$ cat config.mk
export PLATFORM = sky130hd
export DESIGN_NAME = pxt_stage
export DESIGN_NICKNAME = d
export VERILOG_FILES = /design/src/rtl/pxt_pkg.sv /design/src/rtl/pxt_fifo2.sv /design/src/rtl/pxt_regs.sv /design/src/rtl/pxt_test.sv /design/src/rtl/pxt_stage.sv
export SDC_FILE = /design/constraint.sdc
export NUM_CORES = 2
export LEC_CHECK = 0
export ABC_AREA = 1
export CAP_MARGIN = 40
export CORE_MARGIN = 3
export CORE_UTILIZATION = 32
export DETAILED_ROUTE_END_ITERATION = 10
export PLACE_DENSITY = 0.48
export SYNTH_ARGS = -nofsm -noshare
export SYNTH_HDL_FRONTEND = slang
export SYNTH_SLANG_ARGS = --single-unit
$ cat constraint.sdc
create_clock -name clk -period 12 [get_ports clk]
set_input_delay 2.4 -clock clk [delete_from_list [all_inputs] [get_ports clk]]
set_output_delay 2.4 -clock clk [all_outputs]
set_load 0.05 [all_outputs]
$ cat src/rtl/pxt_pkg.sv
package pxt_pkg;
  parameter int TAG_W    = 9;
  parameter int DATA_W   = 32;
  parameter int COORD_W  = 16;
  parameter int STIP_LOG = 5;
  parameter int FIFO_D   = 2;

  localparam int STIP_N = 1 << STIP_LOG;
  localparam int MSG_W  = TAG_W + DATA_W;

  localparam logic [TAG_W-1:0] TAG_STEP_ACT = 9'h010;
  localparam logic [TAG_W-1:0] TAG_STEP_PAS = 9'h011;
  localparam logic [TAG_W-1:0] TAG_CFG_EN   = 9'h020;
  localparam logic [TAG_W-1:0] TAG_SCIS_X   = 9'h021;
  localparam logic [TAG_W-1:0] TAG_SCIS_Y   = 9'h022;
  localparam logic [TAG_W-1:0] TAG_STIP_ROW = 9'h040;

  typedef struct packed {
    logic [TAG_W-1:0]  tag;
    logic [DATA_W-1:0] data;
  } msg_t;
endpackage

$ cat src/rtl/pxt_fifo2.sv
module pxt_fifo2 #(
  parameter int W     = 41,
  parameter int DEPTH = 2
) (
  input  logic         clk,
  input  logic         rst_n,
  input  logic         push_valid,
  output logic         push_ready,
  input  logic [W-1:0] push_data,
  output logic         pop_valid,
  input  logic         pop_ready,
  output logic [W-1:0] pop_data
);
  localparam int PW = (DEPTH > 1) ? $clog2(DEPTH) : 1;
  localparam int CW = $clog2(DEPTH + 1);

  logic [W-1:0]  mem [DEPTH];
  logic [PW-1:0] wptr, rptr;
  logic [CW-1:0] count;
  logic          do_push, do_pop;

  assign push_ready = (count != CW'(DEPTH));
  assign pop_valid  = (count != '0);
  assign pop_data   = mem[rptr];
  assign do_push    = push_valid && push_ready;
  assign do_pop     = pop_valid && pop_ready;

  always_ff @(posedge clk) begin
    if (do_push) mem[wptr] <= push_data;
  end

  always_ff @(posedge clk) begin
    if (!rst_n) begin
      wptr  <= '0;
      rptr  <= '0;
      count <= '0;
    end else begin
      if (do_push) wptr <= (wptr == PW'(DEPTH - 1)) ? '0 : wptr + 1'b1;
      if (do_pop)  rptr <= (rptr == PW'(DEPTH - 1)) ? '0 : rptr + 1'b1;
      case ({do_push, do_pop})
        2'b10:   count <= count + 1'b1;
        2'b01:   count <= count - 1'b1;
        default: count <= count;
      endcase
    end
  end

  // a stalled output word holds
  p_hold_r9: assert property (@(posedge clk) disable iff (!rst_n)
    (pop_valid && !pop_ready) |=> (pop_valid && $stable(pop_data)));

  // occupancy never exceeds depth
  p_no_overflow_r9: assert property (@(posedge clk) disable iff (!rst_n)
    (count == CW'(DEPTH)) |=> (count <= CW'(DEPTH)));
endmodule

$ cat src/rtl/pxt_regs.sv
module pxt_regs
  import pxt_pkg::*;
(
  input  logic                            clk,
  input  logic                            rst_n,
  input  logic [TAG_W-1:0]                chk_tag,
  output logic                            reg_hit,
  input  logic                            wr_en,
  input  logic [DATA_W-1:0]               wr_data,
  output logic                            scis_en,
  output logic                            stip_en,
  output logic [COORD_W-1:0]              x_min,
  output logic [COORD_W-1:0]              x_max,
  output logic [COORD_W-1:0]              y_min,
  output logic [COORD_W-1:0]              y_max,
  output logic [STIP_N-1:0][STIP_N-1:0]   stip_rows
);
  localparam int HI_W = TAG_W - STIP_LOG;

  logic is_stip;
  logic [STIP_LOG-1:0] row_sel;

  assign is_stip = (chk_tag[TAG_W-1:STIP_LOG] == TAG_STIP_ROW[TAG_W-1:STIP_LOG]);
  assign row_sel = chk_tag[STIP_LOG-1:0];
  assign reg_hit = is_stip || (chk_tag == TAG_CFG_EN) ||
                   (chk_tag == TAG_SCIS_X) || (chk_tag == TAG_SCIS_Y);

  always_ff @(posedge clk) begin
    if (!rst_n) begin
      scis_en <= 1'b0;
      stip_en <= 1'b0;
      x_min   <= '0;
      x_max   <= '0;
      y_min   <= '0;
      y_max   <= '0;
    end else if (wr_en) begin
      if (chk_tag == TAG_CFG_EN) begin
        scis_en <= wr_data[0];
        stip_en <= wr_data[1];
      end
      if (chk_tag == TAG_SCIS_X) begin
        x_min <= wr_data[COORD_W-1:0];
        x_max <= wr_data[2*COORD_W-1:COORD_W];
      end
      if (chk_tag == TAG_SCIS_Y) begin
        y_min <= wr_data[COORD_W-1:0];
        y_max <= wr_data[2*COORD_W-1:COORD_W];
      end
    end
  end

  for (genvar r = 0; r < STIP_N; r++) begin : g_row
    always_ff @(posedge clk) begin
      if (!rst_n)
        stip_rows[r] <= '0;
      else if (wr_en && is_stip && (row_sel == STIP_LOG'(r)))
        stip_rows[r] <= wr_data[STIP_N-1:0];
    end
  end

  // an enable message takes effect on the next cycle
  p_enable_load_r3: assert property (@(posedge clk) disable iff (!rst_n)
    (wr_en && chk_tag == TAG_CFG_EN) |=>
      (scis_en == $past(wr_data[0]) && stip_en == $past(wr_data[1])));

  // enables change only through an enable message
  p_enable_quiet_r3: assert property (@(posedge clk) disable iff (!rst_n)
    !(wr_en && chk_tag == TAG_CFG_EN) |=> ($stable(scis_en) && $stable(stip_en)));

  logic unused_hi;
  assign unused_hi = ^HI_W;
endmodule

$ cat src/rtl/pxt_test.sv
module pxt_test
  import pxt_pkg::*;
(
  input  logic [DATA_W-1:0]             step_data,
  input  logic                          scis_en,
  input  logic                          stip_en,
  input  logic [COORD_W-1:0]            x_min,
  input  logic [COORD_W-1:0]            x_max,
  input  logic [COORD_W-1:0]            y_min,
  input  logic [COORD_W-1:0]            y_max,
  input  logic [STIP_N-1:0][STIP_N-1:0] stip_rows,
  output logic                          pass
);
  logic [COORD_W-1:0] px, py;
  logic scis_ok, stip_ok;

  always_comb begin
    px      = step_data[COORD_W-1:0];
    py      = step_data[2*COORD_W-1:COORD_W];
    scis_ok = (px >= x_min) && (px < x_max) && (py >= y_min) && (py < y_max);
    stip_ok = stip_rows[py[STIP_LOG-1:0]][px[STIP_LOG-1:0]];
    pass    = (!scis_en || scis_ok) && (!stip_en || stip_ok);
  end
endmodule

$ cat src/rtl/pxt_stage.sv
module pxt_stage
  import pxt_pkg::*;
(
  input  logic              clk,
  input  logic              rst_n,
  input  logic              in_valid,
  output logic              in_ready,
  input  logic [TAG_W-1:0]  in_tag,
  input  logic [DATA_W-1:0] in_data,
  output logic              out_valid,
  input  logic              out_ready,
  output logic [TAG_W-1:0]  out_tag,
  output logic [DATA_W-1:0] out_data
);
  msg_t in_msg, head, push_msg, out_msg;
  logic head_valid, head_ready;
  logic push_valid, push_ready;
  logic reg_hit, pass, head_act, head_pas, go;

  logic                          scis_en, stip_en;
  logic [COORD_W-1:0]            x_min, x_max, y_min, y_max;
  logic [STIP_N-1:0][STIP_N-1:0] stip_rows;

  assign in_msg = '{tag: in_tag, data: in_data};

  pxt_fifo2 #(.W(MSG_W), .DEPTH(FIFO_D)) u_in_fifo (
    .clk(clk), .rst_n(rst_n),
    .push_valid(in_valid), .push_ready(in_ready), .push_data(in_msg),
    .pop_valid(head_valid), .pop_ready(head_ready), .pop_data(head)
  );

  pxt_regs u_regs (
    .clk(clk), .rst_n(rst_n),
    .chk_tag(head.tag), .reg_hit(reg_hit),
    .wr_en(go && reg_hit), .wr_data(head.data),
    .scis_en(scis_en), .stip_en(stip_en),
    .x_min(x_min), .x_max(x_max), .y_min(y_min), .y_max(y_max),
    .stip_rows(stip_rows)
  );

  pxt_test u_test (
    .step_data(head.data),
    .scis_en(scis_en), .stip_en(stip_en),
    .x_min(x_min), .x_max(x_max), .y_min(y_min), .y_max(y_max),
    .stip_rows(stip_rows), .pass(pass)
  );

  assign head_act   = (head.tag == TAG_STEP_ACT);
  assign head_pas   = (head.tag == TAG_STEP_PAS);
  assign head_ready = push_ready;
  assign go         = head_valid && head_ready;
  assign push_valid = head_valid && !reg_hit;

  always_comb begin
    push_msg = head;
    if (head_act && !pass) push_msg.tag = TAG_STEP_PAS;
  end

  pxt_fifo2 #(.W(MSG_W), .DEPTH(FIFO_D)) u_out_fifo (
    .clk(clk), .rst_n(rst_n),
    .push_valid(push_valid), .push_ready(push_ready), .push_data(push_msg),
    .pop_valid(out_valid), .pop_ready(out_ready), .pop_data(out_msg)
  );

  assign out_tag  = out_msg.tag;
  assign out_data = out_msg.data;

  // passive steps stay passive
  p_passive_kept_r5: assert property (@(posedge clk) disable iff (!rst_n)
    (go && head_pas) |-> (push_valid && push_msg.tag == TAG_STEP_PAS));

  // no enabled test means an active step stays active
  p_disabled_pass_r6: assert property (@(posedge clk) disable iff (!rst_n)
    (go && head_act && !scis_en && !stip_en) |-> (push_msg.tag == TAG_STEP_ACT));

  // step data is forwarded unchanged
  p_step_data_r4: assert property (@(posedge clk) disable iff (!rst_n)
    (go && (head_act || head_pas)) |-> (push_msg.data == head.data));

  // unrecognised messages pass untouched
  p_forward_r2: assert property (@(posedge clk) disable iff (!rst_n)
    (go && !reg_hit && !head_act && !head_pas) |-> (push_valid && push_msg == head));
endmodule

; Word-level counts from Yosys, hierarchy flattened
; Memory sizes are Yosys's and may differ from the RTL's. A register that Yosys moved wholly into a read port is not among the register bits.
; Cells that the tools add are included.
; W data, S select, Z words.
[op_classes]
addsub = 8
n_mux = 19
order_cmp = 6
n_eq_ne = 42
n_reduce_logical = 61
[ops]
columns = operator, count
row1 = $bmux W32 S5, 1
row2 = $eq A5 B5 Y1 const B, 16
row3 = $logic_and A1 B1 Y1, 44
row4 = $eq A5 B4 Y1 const B, 8
row5 = $ge A16 B16 Y1, 2
row6 = $lt A16 B16 Y1, 2
row7 = $mux W32, 1
row8 = $eq A9 B6 Y1 const B, 3
row9 = $eq A5 B3 Y1 const B, 4
row10 = $mux W1, 13
row11 = $lt A5 B6 Y1 const B, 2
row12 = $eq A5 B2 Y1 const B, 2
row13 = $eq A9 B5 Y1 const B, 1
row14 = $mux W9, 1
row15 = $pmux W2 S2, 2
row16 = $reduce_bool A2 Y1, 4
row17 = $reduce_and A2 Y1, 3
row18 = $bmux W1 S5, 1
row19 = $eq A5 B1 Y1 const B, 1
row20 = $logic_not A5 Y1, 1
row21 = $logic_or A1 B1 Y1, 5
row22 = $add A1 B1 Y1 const B, 4
row23 = $add A2 B1 Y2 const B, 2
row24 = $eq A2 B1 Y1 const B, 2
row25 = 5 further kinds, 11
[totals]
out_inout_bits = 43
memories = 2
wordCells = 182
ff_bits = 1098
inputBits = 45
ramBits = 164
[mem_list]
columns = memory, depth, width, rd, rd_ports_with_merged_regs, write_ports, line_no
row1 = u_in_fifo.mem, 2, 41, 1, 1, 1, pxt_fifo2.sv:17  ; logic [W-1:0] mem [DEPTH];
row2 = u_out_fifo.mem, 2, 41, 1, 1, 1, pxt_fifo2.sv:17

; Logic depth before layout (Yosys ltp)
[logic_depth]
ltp_word = 9
depth_mapped = 21
depth_no_buf = 17

; Hierarchy
; From an unflattened synthesis, not the netlist that was laid out.
[unflattened]
hier_cells = 9021
area_unflattened_um2 = 60513.0
[modules_own_cells]
columns = mod, cells_per_inst, n_inst, area_each_um2, seq_area_each_um2
row1 = pxt_regs, 6144, 1, 41584.9, 21820.9
row2 = pxt_test, 2528, 1, 12029.0, 0.0
row3 = pxt_fifo2, 164, 2, 3405.8, 2562.5
row4 = pxt_stage, 21, 1, 87.6, 0.0

; Least setup slack after synthesis
; Ideal clock, no wire load.
[synth_timing]
path_type = input to register
start = input port in_valid
end = memory u_in_fifo.mem[1][0], enable pin
stages = 2
t_arrival_ns = 4.267
required_ns = 11.559
slack_ns = 7.291
setup_time_ns = 0.441
path_buffers = 0
cell_sequence = nand2_1 -> nor2_1
[synth_between]
elab_chain_cells = 3
[synth_lines]
columns = item, line_no
row1 = from (decl), pxt_stage.sv:6  ; input logic in_valid,
row2 = $logic_and A1 B1 Y1, pxt_fifo2.sv:25  ; assign do_push = push_valid && push_ready;
row3 = $mux W1, pxt_fifo2.sv:29  ; if (do_push) mem[wptr] <= push_data;
row4 = $mux W1 (not written as such), pxt_fifo2.sv:29
row5 = to (decl), pxt_fifo2.sv:17
; No other way between the ends.

==> flow_summary_export.csv <==
group,metric,value,unit
outcome,status,"completed",
setup_path,cp_cell_sequence,"buf_4 -> inv_2 -> nand2_1 -> nand2_4 -> buf_4 -> buf_4 -> nand2_1 -> nand3_1 -> nand3_1 -> nand3_1 -> nand3_1 -> nand3_1 -> nand3_1 -> nand3_1 -> nand3_1 -> nand3_1 -> nand3_1 -> nand2_1 -> nand2_1 -> nand2_1",
sta,finalClockSkew,32.5,ps
layout,final_layout_size_suffix_gt1_frac,0.0673,
sta,fin_crit_sh,0.502,
layout,multiInputGateArea,23100,um2
floorplanning,die_h,426,um
setup_path,cp.arrival,6680,ps
placed_design,io_buffer_count,87,
clocking,clk_pin_slew_worst_paths,60,ps
pwr,p_clk_frac,0.323,
synthesis,yosysSeqAreaShare,0.478,
layout,final_common_cell,"a21oi_1",
synthesis,synth_seq_cells,1264,
run,drv_cap,0,
layout,finalNonFillerCells,9739,
grt,grt_max_degree,230,
grt,grt_pass1_vias,46800,
detailed_routing,drc_errors,0,
clocking,cts-htree-levels,4,
clocking,root_buffer,"clkbuf_16",
layout,syn2layout_area_growth,13.5,%
grt,gr-total-overflow,0,
synthesis,yosys.area.top_type,"dfxtp_1",
floorplanning,core_area,175000,um2
sta,final_max_slew_viol_count,0,
synthesis,synth_top_area_frac,0.390,
grt,antenna_found_initial,5,
synthesis,synthesis.area,56400,um2
synthesis,synth_ff_type,"dfxtp_1",
placed_design,placed_cells,9474,
clocking,clock_latency,800,ps
synthesis,yosysWarnings,0,
clocking,tritoncts,"built",
sta,fin_crit,6020,ps
synthesis,synth_edf_count,164,
floorplanning,pin_count,88,
detailed_routing,vias,49900,
layout,fillers,18200,
detailed_routing,wl,205000,um
setup_path,cpMostUsedCell,"nand3_1",
detailed_routing,ant_nets,0,
setup_path,crit_path_start_kind,"register",
clocking,ctsHoldBuffers,0,
pwr,combPwrFrac,0.355,
floorplanning,dieArea,181000,um2
layout,layout.nets,7406,
detailed_routing,wl_per_cell,21.1,um
setup_path,crit_path_end_kind,"register",
setup_path,cp_data_required_time,12660,ps
pwr,powerDensity,222,nW/um2
sta,finalHoldViolCount,0,
setup_path,cp_max_fo,96,
setup_path,crit_slowest_cell,"buf_4",
min_path,hold_class,"reg2reg",
pwr,internal_power,8.52,mW
pwr,leakagePower,23.5,nW
synthesis,synthTopCellsByArea,"dfxtp_1 (39%), a21oi_1 (11%), o21ai_0 (9.9%), edfxtp_1 (8.7%), nand3_1 (8.4%)",
clocking,cts-resized-gates,0,
setup_path,path_buf_inv,4,
placed_design,hpwl,110000,um
clocking,cts_max_path_buffers,3,
synthesis,synth.avg_cell_area,7.42,um2
pwr,ir_drop,0.000238,V
clocking,post_cts_buffers,0,
detailed_routing,first_pass_iters,6,
layout,seqCellArea,26900,um2
sta,timing.fmax,0.166,GHz
floorplanning,start_util,0.323,
synthesis,synth_nets,7710,
synthesis,synth_cells,7601,
sta,setup_violations,0,
placed_design,gp_congestion,0.786,
sta,grt_setup_unrepaired,"false",
detailed_routing,first_iter_violations,4463,
setup_path,worstSetupPathType,"reg2reg",
clocking,cts.sinks,1264,
setup_path,critPathMaxStageDelay,810,ps
setup_path,critPathTopFamily,"simple AND/OR/NAND/NOR gates",
sta,holdWs,445,ps
pwr,p_sw,5.68,mW
synthesis,synthArstFlopShare,0,
sta,tns,0,ps
floorplanning,row_count,153,
grt,grtUsageTotal,0.222,
clocking,cts_inserted_buffers,146,
grt,grt_first_pass_wirelength,307000,um
sta,tightest_slew,1270,ps
pwr,power_switching_share,0.400,
pwr,seqPwrFrac,0.322,
sta,slew_headroom,0.150,
synthesis,synth.distinct_cells,38,
layout,final_cell_mix,"a21oi_1 (1228), o21ai_0 (1118), dfxtp_1 (1098)",
detailed_routing,vias_per_cell,5.12,
floorplanning,die-width,426,um
[worst min-delay path, cell delays in order (launching register included)]
cell,delay (ps)
dfxtp_1,290
inv_1,50
a21oi_1,50
[synthesized netlist by cell type, types with 62 or more instances]
| cell | count |
|---|---|
| clkbuf_1 | 471 |
| o21ai_0 | 1118 |
| inv_1 | 991 |
| ha_1 | 64 |
| nand2_1 | 955 |
| edfxtp_1 | 164 |
| dfxtp_1 | 1100 |
| nand3_1 | 945 |
| o21ai_1 | 62 |
| nor2_1 | 138 |
| a21oi_1 | 1228 |
| buf_2 | 174 |
[power by group through the flow]
stage	Combinational, mW	Clock, mW	Sequential (mW)
after floorplan	3.15	0	4.66
after global placement	5.00	0	4.66
after detailed placement	5.03	0	4.67
after CTS	5.05	4.69	4.58
after global routing	5.47	4.86	4.59
final	5.04	4.59	4.58
[area by class of cell]
class / count / share of cell area
Clock buffer: 210 / 0.0673
Tap cell: 2325 / 0.0454
Antenna cell: 3 / 0.000117
Sequential cell: 1264 / 0.421
Clock inverter: 52 / 0.00942
Multi-Input combinational cell: 4651 / 0.361
Timing Repair Buffer: 225 / 0.0371
Inverter: 1009 / 0.0593
[per-layer routing]
layer  track usage  vias up  routed length (um)
li1              -    24500                   -
met1         0.297    23700               93000
met2         0.367     1386               94400
met3        0.0295      318               11300
met4        0.0749        2                6490
met5             0        -                  10
[sequential cells by signal, summed over array words and instances (netlist names), 16 cells and up, named ones only]
signal,cells
u_regs.stip_rows,1024
u_out_fifo.mem,82
u_regs.x_min,16
u_regs.x_max,16
u_in_fifo.mem,82
u_regs.y_min,16
u_regs.y_max,16
[per-stage QoR]
| stage | setup slack (ps) | power [mW] | util | area (um2) |
|---|---|---|---|---|
| final | 5980 | 14.2 | 0.367 | 64000 |
| after global routing | 5540 | 14.9 | 0.367 | 64000 |
| after CTS | 5970 | 14.3 | 0.367 | 64000 |
| after detailed placement | 5960 | 9.70 | 0.339 | 59100 |
| after global placement | 5980 | 9.66 | 0.335 | 58600 |
| after floorplan | 7290 | 7.81 | - | 56400 |
[kinds of logic after synthesis]
group,synth area share
compound gates,0.220
flops,0.478
fa+ha+maj,0.0142
simple gates,0.162
buf+inv,0.117
mux,0.00854
[worst paths after layout]
kind,startpoint,end,slack (ps),cells past startpoint
max,register,u_out_fifo.mem[0][32],5980,20
min reg2reg,u_regs.x_max[0],u_regs.x_max[0],450,2
min,u_regs.x_max[0],u_regs.x_max[0],450,2
max reg2reg,register,u_out_fifo.mem[0][32],5980,20
Power figures use the tool's default switching activity.
